===== src/rtl/lenc_pkg.sv =====
package lenc_pkg;

    // Symbol held in each slot of the delay line.
    typedef enum logic [2:0] {
        SYM_IDLE  = 3'd0,   // slot not yet filled after reset
        SYM_SPACE = 3'd1,   // zero, no pulse
        SYM_MARK  = 3'd2,   // data one, alternate polarity
        SYM_BIP   = 3'd3,   // inserted pulse obeying alternation
        SYM_VIOL  = 3'd4    // inserted pulse repeating last polarity
    } sym_t;

    // Polarity of the last pulse combined with pulse parity since last V.
    typedef enum logic [1:0] {
        ST_NEG_EVEN = 2'd0,
        ST_NEG_ODD  = 2'd1,
        ST_POS_EVEN = 2'd2,
        ST_POS_ODD  = 2'd3
    } line_st_t;

    typedef enum logic [1:0] {
        ZM_PLAIN = 2'd0,
        ZM_B8ZS  = 2'd1,
        ZM_HDB3  = 2'd2
    } zmode_t;

endpackage


===== src/rtl/lenc_capture.sv =====
module lenc_capture
    import lenc_pkg::*;
(
    input  logic clk,
    input  logic rst_n,
    input  logic pri_pos_i,
    input  logic pri_neg_i,
    input  logic lb_pos_i,
    input  logic lb_neg_i,
    input  logic lb_sel_i,
    input  logic alarm_i,
    output sym_t cap_o
);

    logic src_mark;
    sym_t cap_q;

    // Either rail high means a mark; covers dual-rail and NRZ use.
    always_comb begin
        if (lb_sel_i) begin
            src_mark = lb_pos_i | lb_neg_i;
        end else begin
            src_mark = pri_pos_i | pri_neg_i;
        end
    end

    always_ff @(negedge clk or negedge rst_n) begin
        if (!rst_n) begin
            cap_q <= SYM_IDLE;
        end else if (alarm_i || src_mark) begin
            cap_q <= SYM_MARK;
        end else begin
            cap_q <= SYM_SPACE;
        end
    end

    assign cap_o = cap_q;

    assert_alarm_forces_mark_R3: assert property (
        @(negedge clk) disable iff (!rst_n)
        alarm_i |=> (cap_q == SYM_MARK));

    assert_loopback_source_R1: assert property (
        @(negedge clk) disable iff (!rst_n)
        (!alarm_i && lb_sel_i) |=>
            (cap_q == ($past(lb_pos_i | lb_neg_i) ? SYM_MARK : SYM_SPACE)));

    assert_primary_source_R1: assert property (
        @(negedge clk) disable iff (!rst_n)
        (!alarm_i && !lb_sel_i) |=>
            (cap_q == ($past(pri_pos_i | pri_neg_i) ? SYM_MARK : SYM_SPACE)));

endmodule


===== src/rtl/lenc_subst.sv =====
module lenc_subst
    import lenc_pkg::*;
#(
    parameter int DEPTH     = 8,
    parameter int LONG_RUN  = 8,
    parameter int SHORT_RUN = 4
) (
    input  logic   clk,
    input  logic   rst_n,
    input  sym_t   tail_i,
    input  zmode_t mode_i,
    input  logic   parity_odd_i,
    output sym_t   head_o
);

    // Positions inside the long code word 000VB0VB.
    localparam int L_V1 = LONG_RUN - 5;
    localparam int L_B1 = LONG_RUN - 4;
    localparam int L_V2 = LONG_RUN - 2;
    localparam int L_B2 = LONG_RUN - 1;
    // Position of the violation inside the short code word.
    localparam int S_V  = SHORT_RUN - 1;

    sym_t               line_q [DEPTH];
    sym_t               cur    [DEPTH];
    logic [DEPTH-1:0]   is_space;
    logic               long_hit;
    logic               short_hit;

    for (genvar g = 0; g < DEPTH; g++) begin : g_space
        assign is_space[g] = (line_q[g] == SYM_SPACE);
    end

    assign long_hit  = &is_space[LONG_RUN-1:0];
    assign short_hit = &is_space[SHORT_RUN-1:0];

    // Rewrite a zero run in place once its first zero reaches the head.
    always_comb begin
        cur = line_q;
        unique case (mode_i)
            ZM_B8ZS: begin
                if (long_hit) begin
                    cur[L_V1] = SYM_VIOL;
                    cur[L_B1] = SYM_BIP;
                    cur[L_V2] = SYM_VIOL;
                    cur[L_B2] = SYM_BIP;
                end
            end
            ZM_HDB3: begin
                if (short_hit) begin
                    cur[S_V] = SYM_VIOL;
                    if (!parity_odd_i) begin
                        cur[0] = SYM_BIP;
                    end
                end
            end
            default: begin
            end
        endcase
    end

    assign head_o = cur[0];

    always_ff @(posedge clk or negedge rst_n) begin
        if (!rst_n) begin
            for (int i = 0; i < DEPTH; i++) begin
                line_q[i] <= SYM_IDLE;
            end
        end else begin
            for (int i = 0; i < DEPTH - 1; i++) begin
                line_q[i] <= cur[i+1];
            end
            line_q[DEPTH-1] <= tail_i;
        end
    end

    assert_long_word_placed_R7: assert property (
        @(posedge clk) disable iff (!rst_n)
        (mode_i == ZM_B8ZS && long_hit) |=>
            (line_q[L_V1-1] == SYM_VIOL && line_q[L_B2-1] == SYM_BIP));

    assert_short_word_placed_R8: assert property (
        @(posedge clk) disable iff (!rst_n)
        (mode_i == ZM_HDB3 && short_hit) |=> (line_q[S_V-1] == SYM_VIOL));

    assert_plain_untouched_R6: assert property (
        @(posedge clk) disable iff (!rst_n)
        (mode_i == ZM_PLAIN) |-> (head_o == line_q[0]));

endmodule


===== src/rtl/lenc_polarity.sv =====
module lenc_polarity
    import lenc_pkg::*;
(
    input  logic clk,
    input  logic rst_n,
    input  sym_t head_i,
    output logic parity_odd_o,
    output logic pos_o,
    output logic neg_o
);

    line_st_t state_q;
    line_st_t state_d;
    logic     alt;
    logic     viol;
    logic     last_pos;

    assign alt      = (head_i == SYM_MARK) || (head_i == SYM_BIP);
    assign viol     = (head_i == SYM_VIOL);
    assign last_pos = (state_q == ST_POS_EVEN) || (state_q == ST_POS_ODD);
    assign parity_odd_o = (state_q == ST_NEG_ODD) || (state_q == ST_POS_ODD);

    // Next-state: alternate, violation or hold.
    always_comb begin
        state_d = state_q;
        unique case (state_q)
            ST_NEG_EVEN: begin
                if (alt)       state_d = ST_POS_ODD;
                else if (viol) state_d = ST_NEG_EVEN;
            end
            ST_NEG_ODD: begin
                if (alt)       state_d = ST_POS_EVEN;
                else if (viol) state_d = ST_NEG_EVEN;
            end
            ST_POS_EVEN: begin
                if (alt)       state_d = ST_NEG_ODD;
                else if (viol) state_d = ST_POS_EVEN;
            end
            ST_POS_ODD: begin
                if (alt)       state_d = ST_NEG_EVEN;
                else if (viol) state_d = ST_POS_EVEN;
            end
            default: state_d = ST_NEG_EVEN;
        endcase
    end

    // State register.
    always_ff @(posedge clk or negedge rst_n) begin
        if (!rst_n) begin
            state_q <= ST_NEG_EVEN;
        end else begin
            state_q <= state_d;
        end
    end

    // Output register.
    always_ff @(posedge clk or negedge rst_n) begin
        if (!rst_n) begin
            pos_o <= 1'b0;
            neg_o <= 1'b0;
        end else begin
            pos_o <= (alt && !last_pos) || (viol && last_pos);
            neg_o <= (alt && last_pos) || (viol && !last_pos);
        end
    end

    assert_single_rail_R5: assert property (
        @(posedge clk) disable iff (!rst_n)
        $onehot0({pos_o, neg_o}));

    assert_space_silent_R5: assert property (
        @(posedge clk) disable iff (!rst_n)
        (head_i == SYM_SPACE || head_i == SYM_IDLE) |=> (!pos_o && !neg_o));

    assert_viol_clears_parity_R8: assert property (
        @(posedge clk) disable iff (!rst_n)
        viol |=> !parity_odd_o);

    assert_pulse_on_symbol_R5: assert property (
        @(posedge clk) disable iff (!rst_n)
        (alt || viol) |=> (pos_o || neg_o));

endmodule


===== src/rtl/line_encoder_zcs.sv =====
module line_encoder_zcs
    import lenc_pkg::*;
#(
    parameter int DEPTH     = 8,
    parameter int LONG_RUN  = 8,
    parameter int SHORT_RUN = 4
) (
    input  logic clk,
    input  logic rst_n,
    input  logic pri_pos,
    input  logic pri_neg,
    input  logic lb_pos,
    input  logic lb_neg,
    input  logic lb_sel,
    input  logic alarm_ones,
    input  logic zcs_en,
    input  logic rate_e1,
    output logic pulse_pos,
    output logic pulse_neg
);

    sym_t   cap_sym;
    sym_t   head_sym;
    zmode_t mode;
    logic   parity_odd;

    always_comb begin
        if (!zcs_en) begin
            mode = ZM_PLAIN;
        end else if (rate_e1) begin
            mode = ZM_HDB3;
        end else begin
            mode = ZM_B8ZS;
        end
    end

    lenc_capture u_capture (
        .clk       (clk),
        .rst_n     (rst_n),
        .pri_pos_i (pri_pos),
        .pri_neg_i (pri_neg),
        .lb_pos_i  (lb_pos),
        .lb_neg_i  (lb_neg),
        .lb_sel_i  (lb_sel),
        .alarm_i   (alarm_ones),
        .cap_o     (cap_sym)
    );

    lenc_subst #(
        .DEPTH     (DEPTH),
        .LONG_RUN  (LONG_RUN),
        .SHORT_RUN (SHORT_RUN)
    ) u_subst (
        .clk          (clk),
        .rst_n        (rst_n),
        .tail_i       (cap_sym),
        .mode_i       (mode),
        .parity_odd_i (parity_odd),
        .head_o       (head_sym)
    );

    lenc_polarity u_polarity (
        .clk          (clk),
        .rst_n        (rst_n),
        .head_i       (head_sym),
        .parity_odd_o (parity_odd),
        .pos_o        (pulse_pos),
        .neg_o        (pulse_neg)
    );

    assert_reset_quiet_R9: assert property (
        @(posedge clk) disable iff (!rst_n)
        $rose(rst_n) |-> (!pulse_pos && !pulse_neg));

endmodule


===== config.mk =====
export PLATFORM = sky130hd
export DESIGN_NAME = line_encoder_zcs
export DESIGN_NICKNAME = d
export VERILOG_FILES = /design/src/rtl/lenc_pkg.sv /design/src/rtl/lenc_capture.sv /design/src/rtl/lenc_subst.sv /design/src/rtl/lenc_polarity.sv /design/src/rtl/line_encoder_zcs.sv
export SDC_FILE = /design/constraint.sdc
export NUM_CORES = 1
export LEC_CHECK = 0
export BUFFER_PORTS_ARGS = -buffer_cell sky130_fd_sc_hd__buf_4
export CAP_MARGIN = 10
export CELL_PAD_IN_SITES_DETAIL_PLACEMENT = 0
export CELL_PAD_IN_SITES_GLOBAL_PLACEMENT = 2
export CORE_MARGIN = 10
export CORE_UTILIZATION = 41
export CTS_CLUSTER_SIZE = 30
export DETAILED_ROUTE_END_ITERATION = 10
export PLACE_DENSITY_LB_ADDON = 0.3
export RECOVER_POWER = 100
export SKIP_CTS_REPAIR_TIMING = 1
export SLEW_MARGIN = 20
export SYNTH_ARGS = -nofsm -noshare
export SYNTH_HDL_FRONTEND = slang
export SYNTH_SLANG_ARGS = --single-unit

===== constraint.sdc =====
create_clock -name clk -period 2.8 [get_ports clk]
set_input_delay 0.7 -clock clk [delete_from_list [all_inputs] [get_ports clk]]
set_output_delay 0.7 -clock clk [all_outputs]
set_load 0.03 [all_outputs]

==> out/results.md <==
| Item | Value |
| --- | --- |
| Buffer cell driving the clock tree root | clkbuf_4 |
| Post-layout util | 49.8% |
| Via count of the first global-routing pass | 580 |
| Dominant cell type by area after synthesis | dfrtp_1 |
| Type of origin of the critical path | input pin |
| First-pass detailed-route iteration total | 4 |
| Power share of the clock group | 31.6% |
| Critical path fanouts, max | 2 |
| CTS buffer count | 3 |
| Die Width | 68.6 um |
| Dominant register cell in the synthesized netlist | dfrtp_1 |
| Half-perimeter wire length after detailed placement | 1.07 mm |
| Most frequently used cell type in the post-synthesis netlist | dfrtp_1 |
| Height of the die | 68.6 um |
| Cell area after technology mapping | 968 um2 |
| Proportion of synthesized chip area in sequential cells | 72.4% |
| Min-delay worst type | flop to flop |
| Fraction of final layout cells with drive strength greater than 1 | 21.5% |
| First-pass GRT wire length | 2.62 mm |
| Flip-flop and latch count after synthesis | 28 |
| Largest vdd supply drop | 0.511 mV |
| Antenna violations before repair | 0 |
| H-Tree Depth | 1 |
| Kind of critical path | input pin to flop |
| Clock Skew | 0.00951 ns |
| Type of element capturing the critical path | flop |
| Area of the die | 4710 um2 |
| Area Overhead vs Synth | 14.9% |
| Biggest area contributors in the synthesized netlist | dfrtp_1 67%, dfrtn_1 5.2%, or4b_4 2.8%, o21bai_1 2.3%, clkbuf_1 1.9% |
| Max clock buf depth | 2 |
| Arrival time of data at the critical path endpoint | 1.31 ns |
| Remaining DRCs | 0 |
| Number of setup violations in the final report | 0 |
| Maximum number of pins on one net before global-route repair | 27 |
| Net switching power | 0.192 mW |
| Pin slew with the least headroom to its limit | 1.29 ns |
| Result of the run | complete, no violations |
| Clock tree from TritonCTS | built |
| Total wire length after detailed routing | 1.47 mm |
| Starting Density | 43.4% |
| Internal power contribution | 0.623 mW |
| Max-slew violation count | 0 |
| Total number of vias | 545 |
| Number of enable flip-flop cells after synthesis | 0 |
| Number of design-rule violations left by the first detailed-router iteration | 26 |
| Average wire per cell in the routed design | 13.8 um |
| Fraction of power spent switching nets | 23.5% |
| Final hold slack | 0.387 ns |
| Sequential fraction of design power | 56.9% |
| Max Cap Violations | 0 |
| Setup repair after global routing missed its margin | false |
| Vias per inst | 5.09 |
| Part of the power in combinational logic | 11.5% |
| Static leakage | 0.477 nW |
| Routability congestion estimate | 0.682 |
| Area fraction of the dominant cell type after synthesis | 67.2% |
| Net count of the mapped netlist | 78 |
| Critical path required time | 1.57 ns |
| Cell count after synthesis | 68 |
| Core region area | 2230 um2 |
| Most frequent cells after synthesis | 26 x dfrtp_1, 5 x clkbuf_1, 5 x nor2_1 |
| ANT nets after route | 0 |
| Global-route congestion overflow total | 0 |
| Number of library cell types mapped by synthesis | 27 |
| Average instance area after synthesis | 14.2 um2 |
| Max-Slew Margin vs Limit | 13.9% |
| Port-buffer cells | 11 |
| Worst skew pair latency | 0.32 ns |
| Clk pin slew, worst setup/hold paths | 0.14 ns |
| Final Net Count | 90 |
| IO Count | 12 |
| Cell Rows | 17 |
| Final number of hold-violating endpoints | 0 |
| Ratio of total power to cell area | 733 nW/um2 |
| Sinks on Clock Net | 28 |
| Asr flop ratio synth | 100% |
| Total routing usage reported by global routing | 7.45% |
| Diode count | 0 |
| Warnings from Yosys | 0 |
[worst max-delay path: stages]
cell and delay [ns]:
clkbuf_4 0.11, nor3_1 0.17, a21oi_1 0.07, or2_2 0.26
[metrics by stage]
step | TNS (ns) | setup slack (ns) | area [um2] | cells | power [mW]
after floorplan | 0 | 0.0557 | 968 | 68 | 0.533
after global placement | -0.0730 | -0.0730 | 1070 | 103 | 0.581
after detailed placement | -0.0833 | -0.0833 | 1070 | 103 | 0.581
after CTS | 0 | 0.260 | 1130 | 107 | 0.838
after global routing | 0 | 0.237 | 1110 | 107 | 0.861
final | 0 | 0.264 | 1110 | 107 | 0.815
[layout make-up]
class                   count  area (um2)
fillers                   197        1120
clock buffers               3        22.5
repair buffers             12        75.1
multi-input cells          35         249
flip-flops and latches     28         701
well taps                  28        35.0
clock inverters             1        30.0
[power groups by stage]
stage | clock network (mW) | registers (mW) | logic (mW)
CTS | 0.263 | 0.465 | 0.109
detailed placement | 0 | 0.473 | 0.109
global placement | 0 | 0.473 | 0.109
finish | 0.257 | 0.464 | 0.0935
floorplan | 0 | 0.497 | 0.0358
global route | 0.287 | 0.471 | 0.104
[sequential cells by signal, indices dropped and copies added (netlist names)]
register / flops
u_subst.cur: 9
u_polarity.state_q: 2
u_polarity.neg_o: 1
u_capture.cap_o: 2
u_subst.line_q: 13
u_polarity.pos_o: 1
[layer usage]
layer | wire length (um) | GRT usage (%) | up-vias
met4 | 19 | 2.26 | 0
met5 | 0 | 0 | -
met1 | 655 | 8.52 | 271
met2 | 710 | 12.2 | 10
li1 | - | - | 260
met3 | 87 | 3.38 | 4
[cells in the final DEF (no fill, tap or decap), types with 2 or more instances in the layout]
cell and instances:
dfrtp_1 26, buf_4 6, nor2_1 5, clkbuf_4 5, clkbuf_1 4, o21bai_1 3
nor4b_1 2, o21ai_0 2, nand3_1 2, or4b_4 2, o21a_1 2, nand2_1 2
dfrtn_1 2
[cell families (layout without fill, tap and decap cells)]
| family | Yosys count | in the layout | share of synthesized area (%) |
|---|---|---|---|
| muxes | 1 | 1 | 1.03 |
| xor gates and xnor gates | 1 | 1 | 0.905 |
| buffers and inverters | 5 | 16 | 1.94 |
| AOI/OAI and AO/OA | 12 | 12 | 8.78 |
| DFF | 28 | 28 | 72.4 |
| and+or+nand+nor | 21 | 21 | 15.0 |
[final timing paths]
kind	start	endpoint	slack [ns]	depth (start not counted)
worst max-delay path	pri_neg	u_capture.cap_o[1]$_DFF_NN0_	0.26	4
worst min-delay path	u_subst.line_q[11]$_DFF_PN0_	u_subst.line_q[14]$_DFF_PN0_	0.39	0
worst max register to register	u_capture.cap_o[1]$_DFF_NN0_	u_subst.line_q[1]$_DFF_PN0_	0.96	0
worst min register to register	u_subst.line_q[11]$_DFF_PN0_	u_subst.line_q[14]$_DFF_PN0_	0.39	0
max in group asynchronous	rst_n	u_capture.cap_o[0]$_DFF_NN0_	1.14	1
min in group asynchronous	rst_n	u_subst.cur[19]$_DFF_PN0_	0.85	2
Note: power is estimated with default switching activity, not from simulation.
